[config.mk]
export PLATFORM = sky130hd
export DESIGN_NAME = adc_chain_reader
export DESIGN_NICKNAME = d
export VERILOG_FILES = /design/src/rtl/adc_chain_reader.sv
export SDC_FILE = /design/constraint.sdc
export NUM_CORES = 1
export LEC_CHECK = 0
export CAP_MARGIN = 0
export CORE_ASPECT_RATIO = 1.4
export CORE_MARGIN = 2
export CORE_UTILIZATION = 40
export DETAILED_ROUTE_END_ITERATION = 10
export SLEW_MARGIN = 10
export SYNTH_ARGS = -nofsm -noshare
export SYNTH_HDL_FRONTEND = slang
export SYNTH_SLANG_ARGS = --single-unit
[constraint.sdc]
create_clock -name clk -period 2.89 [get_ports clk]
set_input_delay 0.578 -clock clk [delete_from_list [all_inputs] [get_ports clk]]
set_output_delay 0.578 -clock clk [all_outputs]
set_load 0.005 [all_outputs]
[src/rtl/adc_chain_reader.sv]
module adc_chain_reader #(
  parameter int N_DEV      = 1,
  parameter int CH_PER_DEV = 32,
  parameter int RES_BITS   = 20,
  parameter int DCLK_DIV   = 2,
  parameter int CONV_CYC   = 4096,
  parameter int CONV_GUARD = 4,
  parameter int RST_CYC    = 1000,
  parameter int SKIP_CONV  = 4,
  localparam int WORDS     = N_DEV * CH_PER_DEV,
  localparam int WCW       = (WORDS > 1) ? $clog2(WORDS) : 1
) (
  input  logic                clk,
  input  logic                rst_n,
  input  logic                dready_n_i,
  input  logic                sdata_i,
  output logic                conv_o,
  output logic                dev_rst_n_o,
  output logic                dclk_o,
  output logic [RES_BITS-1:0] word_o,
  output logic [WCW-1:0]      chan_o,
  output logic                word_valid_o,
  output logic                overrun_o
);
  localparam int TOTAL = WORDS * RES_BITS;
  localparam int BCW   = $clog2(TOTAL + 1);
  localparam int RCW   = $clog2(RST_CYC + 1);
  localparam int CCW   = $clog2(CONV_CYC);
  localparam int DVW   = $clog2(DCLK_DIV + 1);
  localparam int SKW   = $clog2(SKIP_CONV + 1);
  localparam int BWW   = $clog2(RES_BITS);
  localparam int RISE_LIM = CONV_CYC - DCLK_DIV - CONV_GUARD;

  logic [RCW-1:0] rst_cnt;
  logic           dev_rel_q;
  logic [CCW-1:0] conv_cnt;
  logic           conv_q;
  logic [2:0]     dr_sync;
  logic [SKW-1:0] skip_cnt;
  logic           busy;
  logic           dclk_q;
  logic [DVW-1:0] div_cnt;
  logic [BCW-1:0] bit_cnt;
  logic [BWW-1:0] wbit;
  logic [WCW-1:0] widx;
  logic [RES_BITS-1:0] sh;
  logic           dr_fall, can_rise, div_end;

  assign dev_rst_n_o = dev_rel_q;
  assign conv_o      = conv_q;
  assign dclk_o      = dclk_q;
  assign dr_fall     = dr_sync[2] & ~dr_sync[1];
  assign div_end     = (div_cnt == DVW'(DCLK_DIV - 1));
  assign can_rise    = (conv_cnt >= CCW'(CONV_GUARD)) && (conv_cnt < CCW'(RISE_LIM));

  always_ff @(posedge clk or negedge rst_n)
    if (!rst_n) begin
      rst_cnt   <= '0;
      dev_rel_q <= 1'b0;
    end else if (!dev_rel_q) begin
      rst_cnt   <= rst_cnt + 1'b1;
      dev_rel_q <= (rst_cnt == RCW'(RST_CYC - 1));
    end

  always_ff @(posedge clk or negedge rst_n)
    if (!rst_n) begin
      conv_cnt <= '0;
      conv_q   <= 1'b0;
    end else if (dev_rel_q) begin
      if (conv_cnt == CCW'(CONV_CYC - 1)) begin
        conv_cnt <= '0;
        conv_q   <= ~conv_q;
      end else begin
        conv_cnt <= conv_cnt + 1'b1;
      end
    end

  always_ff @(posedge clk or negedge rst_n)
    if (!rst_n) dr_sync <= 3'b111;
    else        dr_sync <= {dr_sync[1:0], dready_n_i};

  always_ff @(posedge clk or negedge rst_n)
    if (!rst_n) begin
      skip_cnt     <= '0;
      busy         <= 1'b0;
      dclk_q       <= 1'b0;
      div_cnt      <= '0;
      bit_cnt      <= '0;
      wbit         <= '0;
      widx         <= '0;
      sh           <= '0;
      word_o       <= '0;
      chan_o       <= '0;
      word_valid_o <= 1'b0;
      overrun_o    <= 1'b0;
    end else begin
      word_valid_o <= 1'b0;
      if (dr_fall && dev_rel_q) begin
        if (busy)
          overrun_o <= 1'b1;
        else if (skip_cnt != SKW'(SKIP_CONV))
          skip_cnt <= skip_cnt + 1'b1;
        else begin
          busy    <= 1'b1;
          div_cnt <= '0;
          bit_cnt <= '0;
          wbit    <= '0;
          widx    <= '0;
        end
      end
      if (busy) begin
        if (dclk_q) begin
          if (div_end) begin
            dclk_q  <= 1'b0;
            div_cnt <= '0;
          end else begin
            div_cnt <= div_cnt + 1'b1;
          end
        end else if (!div_end) begin
          div_cnt <= div_cnt + 1'b1;
        end else if (bit_cnt == BCW'(TOTAL)) begin
          busy <= 1'b0;
        end else if (can_rise) begin
          dclk_q  <= 1'b1;
          div_cnt <= '0;
          bit_cnt <= bit_cnt + 1'b1;
          sh      <= {sh[RES_BITS-2:0], sdata_i};
          if (wbit == BWW'(RES_BITS - 1)) begin
            wbit         <= '0;
            word_o       <= {sh[RES_BITS-2:0], sdata_i};
            chan_o       <= widx;
            word_valid_o <= 1'b1;
            widx         <= widx + 1'b1;
          end else begin
            wbit <= wbit + 1'b1;
          end
        end
      end
    end
endmodule


; ---- After elaboration in Yosys (flattened, before gate mapping)
; Index checks and enable logic that the tools add are counted.
[op_classes]
n_eq_ne = 6
magnitude_cmp = 2
bitwise = 6
n_addsub = 7
n_mux = 55
reduce_logical = 7
n_mul = 0
div = 0
n_shift = 0
[ops]
columns = cell, count
row1 = $mux W5, 18
row2 = $mux W10, 8
row3 = $add A10 B1 Y10 const B, 2
row4 = $eq A10 B10 Y1 const B, 2
row5 = $mux W1, 19
row6 = $mux W2, 9
row7 = $add A12 B1 Y12 const B, 1
row8 = $eq A12 B12 Y1 const B, 1
row9 = $ge A12 B3 Y1 const B, 1
row10 = $lt A12 B12 Y1 const B, 1
row11 = $mux W12, 1
row12 = $add A5 B1 Y5 const B, 2
row13 = $reduce_and A6 Y1, 1
row14 = $eq A5 B5 Y1 const B, 1
row15 = $not A1 Y1, 5
row16 = $reduce_and A5 Y1, 1
row17 = $reduce_and A2 Y1, 2
row18 = $add A3 B1 Y3 const B, 1
row19 = $ne A3 B3 Y1 const B, 1
row20 = $reduce_and A3 Y1, 1
row21 = $add A2 B1 Y2 const B, 1
row22 = $eq A2 B1 Y1 const B, 1
row23 = $logic_and A1 B1 Y1, 2
row24 = $and A1 B1 Y1, 1
[totals]
memories = 0
inputBits = 4
latch_bits = 0
word_cells = 100
reg_bits = 100
romBits = 0
ramBits = 0

; ---- Logic depth before layout (Yosys ltp)
[depth]
ltp_word = 10
mapped_depth = 9
depth_no_buf = 7

; ---- Worst setup path after synthesis
; No wires, ideal clock.
[synth_path]
kind = reg-to-reg
startpoint = reg wbit[0]
endpoint = reg word_o[14]
t_arrival_ns = 2.278
synth_period_minus_slack_ns = 2.406
setup_time_ns = 0.127
path_buffers = 2
slack_ns = 0.484
required_ns = 2.763
stages_incl_launch_ff = 9
path_cell_list = dfrtp_1 ha_1 and4bb_1 or4b_1 or4_1 buf_4 clkinv_2 buf_6 mux2_1
[synth_between]
elab_chain_len = 2
[synth_lines]
columns = item, line
row1 = "start, declared", 44  ; logic [BWW-1:0] wbit;
row2 = "start signal, assigned", 135  ; wbit <= wbit + 1'b1;
row3 = $eq A5 B5 Y1, 128  ; if (wbit == BWW'(RES_BITS - 1)) begin
row4 = $reduce_and A6 Y1 (no source line), n/a
row5 = "end signal, assigned", 130  ; word_o <= {sh[RES_BITS-2:0], sdata_i};
row6 = "end, declared", 20  ; output logic [RES_BITS-1:0] word_o,
; No other way between the ends.
; A chain may end at the register's enable or synchronous reset.

; ---- Worst setup path after layout
[layout_path]
startpoint = reg wbit[0]
endpoint = reg word_o[5]
; The elaborated chain is that of the path after synthesis.

==> results.toml <==
[global_routing]
first_global_vias = 3012
track_usage = 0.148
antenna_found_initial = 0
grt_start_max_net_pins = 40
grt_overflow = 0
grt_pass1_wl_um = 14000

[sta]
fin_tns_setup_ns = 0
rsz0062_at_grt = "false"
slew_headroom = 0.432
finalMaxSlewViolations = 0
hold_violations = 0
fin_crit_sh = 0.902
worst_hold_slack_ns = 0.191
finalSetupViolCount = 0
fmax_mhz = 384
fin_ws_ns = 0.283
tightest_slew_ns = 0.845
finClkSkew_ns = 0.00690
post-route-min-period_ns = 2.61

[floorplanning]
start_util = 0.409
die_w_um = 93.1
num_rows = 45
die_y_um = 129
coreArea_sq_um = 10900
design.die.area_sq_um = 12000
ioPinCount = 34

[yosys]
synth_edf_count = 0
avgSynthCellArea_sq_um = 11.1
synth_area_leaders = "dfrtp_1 (55%), nand2_1 (7.3%), mux2_4 (6.1%), xnor2_1 (3.3%), nand3_1 (2.6%)"
ys.warnings.count = 0
syn_inst = 401
synth_nets = 414
synth-seq-area-share = 0.564
yosysTopAreaCellShare = 0.546
yosysTopAreaCell = "dfrtp_1"
synthTopCellsByCount = "dfrtp_1 (97), nand2_1 (86), nand3_1 (23), nor2_1 (21), mux2_4 (18)"
yosysUniqueCellTypes = 51
async_flop_share = 1.00
ys_ff_latch = 100
synth_ff_type = "dfrtp_1"
yosys.cell_count.top_type = "dfrtp_1"
netlist_area_sq_um = 4450

[routing]
routed_via_density = 5.03
first_pass_iters = 4
drcViolationCount = 0
drtIter0Drc = 124
routed_wl_um = 7810
num_vias = 2964
wl_per_cell_um = 13.3
ant_nets = 0

[critical_path]
cp-start-kind = "flop"
worstSetupStartpoint = "wbit[0]$_DFF_PN0_"
r2r-start = "wbit[0]$_DFF_PN0_"
endpoint_kind = "flop"
r2r_end = "word_o[5]$_DFFE_PN0P_"
worstRegToRegCells = 6
cp-endpoint = "word_o[5]$_DFFE_PN0P_"
worstPathMaxFanout = 18
worstPathArrival_ns = 2.83
worst-setup-path-type = "flop to flop"
cp.required_ns = 3.12
rrSetupSlack_ns = 0.28

[clock_tree]
ctsResizeCount = 0
cts_tree = "yes"
cts.sinks = 100
path_clk_slew_ns = 0.07
h-tree-depth = 3
cts_hold_buf = 0
cts_buffers = 9
post_cts_buffers = 0
clkLatencyLatePin_ns = 0.34
clockBufferDepth = 2
root_buffer = "clkbuf_16"

[cells_and_area]
nFillCells = 1010
drive_above_1_share = 0.136
num-nets-final = 456
diodes = 0
areaGrowthSynthToFinish_pct = 18.6
finalNonFillerCells = 589

[run_status]
status = "complete, no violations"

[power]
powerDensity_nw_per_um2 = 506
peakVddDrop_uv = 251
p_leak_nw = 2.59
finalPower_mw = 2.67

[placed_design]
preCtsSetupSlack_ns = 0.296
portBuffers = 33
place.gp.congestion = 0.813
dp_hpwl_um = 5460
dp_cells = 573

[worst_hold_path]
hp-class = "input pin to async pin"

[run]
max-cap-violations = 0
## layout by cell type (no fill, tap or decap), types with 2 or more instances in the layout
| master | synthesis | final |
|---|---|---|
| a211o_1 | 3 | 3 |
| a21o_1 | 3 | 3 |
| a21oi_1 | 5 | 5 |
| and3_1 | 9 | 9 |
| buf_4 | 1 | 12 |
| clkbuf_16 | 0 | 9 |
| clkdlybuf4s50_1 | 0 | 32 |
| clkinvlp_4 | 0 | 2 |
| dfrtp_1 | 97 | 97 |
| dfstp_2 | 3 | 3 |
| ha_1 | 9 | 9 |
| inv_1 | 10 | 10 |
| inv_6 | 0 | 2 |
| mux2_1 | 5 | 5 |
| mux2_2 | 5 | 5 |
| mux2_4 | 18 | 18 |
| mux2i_1 | 4 | 4 |
| nand2_1 | 86 | 86 |
| nand2b_1 | 4 | 4 |
| nand3_1 | 23 | 23 |
| nand4_1 | 6 | 6 |
| nor2_1 | 21 | 21 |
| nor2b_1 | 4 | 4 |
| nor3_1 | 6 | 6 |
| nor4bb_1 | 2 | 2 |
| o21ai_0 | 11 | 11 |
| or2_2 | 3 | 3 |
| or3_1 | 3 | 3 |
| or4_1 | 4 | 4 |
| xnor2_1 | 17 | 17 |
| xor2_1 | 6 | 6 |
## layout make-up
type                       instances  area, sq um  share of cell area
clock buffer                      10          239              0.0453
clock inverter                     6         71.3              0.0135
inverter                          11         42.5             0.00807
multi-input combinational        277         1830               0.347
sequential                       100         2510               0.475
tap                              141          176              0.0335
timing repair buffer              44          410              0.0778
## stage by stage
stage                util  cell area (sq um)
floorplan               -               4450
global placement    0.457               4960
detailed placement  0.457               4960
CTS                 0.485               5270
global route        0.485               5270
finish              0.485               5270
## cell families after synthesis
| family | share of synthesized area |
|---|---|
| AO/OA/AOI/OAI | 0.0512 |
| XOR/XNOR | 0.0453 |
| adder cells (fa/ha/maj) | 0.0253 |
| buffers and inverters | 0.0270 |
| flip-flops | 0.564 |
| multiplexers | 0.0951 |
| AND/OR/NAND/NOR | 0.192 |
## critical path, stage by stage, from the launching register on
cell,delay (ns)
dfrtp_1,0.39
ha_1,0.24
and4bb_1,0.28
or4b_1,0.42
or4_1,0.53
buf_4,0.30
mux2_4,0.33
## worst min-delay path by stage
stage	from	cells past startpoint	endpoint	slack, ns
2_1_floorplan	rst_n	0	bit_cnt[0]$_DFF_PN0_	0.28
3_3_place_gp	dr_sync[0]$_DFF_PN1_	0	dr_sync[1]$_DFF_PN1_	0.35
3_5_place_dp	dr_sync[0]$_DFF_PN1_	0	dr_sync[1]$_DFF_PN1_	0.35
4_1_cts	rst_n	1	word_o[4]$_DFFE_PN0P_	0.20
5_1_grt	rst_n	1	word_o[3]$_DFFE_PN0P_	0.22
6_report	rst_n	1	word_o[3]$_DFFE_PN0P_	0.19
## registers in the layout, summed over array words and instances, names as in the netlist, 2 cells and up
name	flops
word_o	20
sh	19
conv_cnt	12
bit_cnt	10
rst_cnt	10
chan_o	5
wbit	5
widx	5
dr_sync	3
skip_cnt	3
div_cnt	2
## layer usage
layer / track usage / wire length, um / vias up
met5: 0 / 0 / -
met4: 0.0623 / 106 / 0
met3: 0.0304 / 219 / 8
met2: 0.248 / 3970 / 42
met1: 0.185 / 3520 / 1461
li1: - / - / 1453
## report_power, final
part           total [mW]  switching, mW  internal, mW
combinational      0.0366         0.0283       0.00825
sequential           1.40        0.00140          1.40
clock                1.23          0.523         0.702
total                2.67          0.553          2.11
No activity file was read; power rests on OpenSTA's default activity.
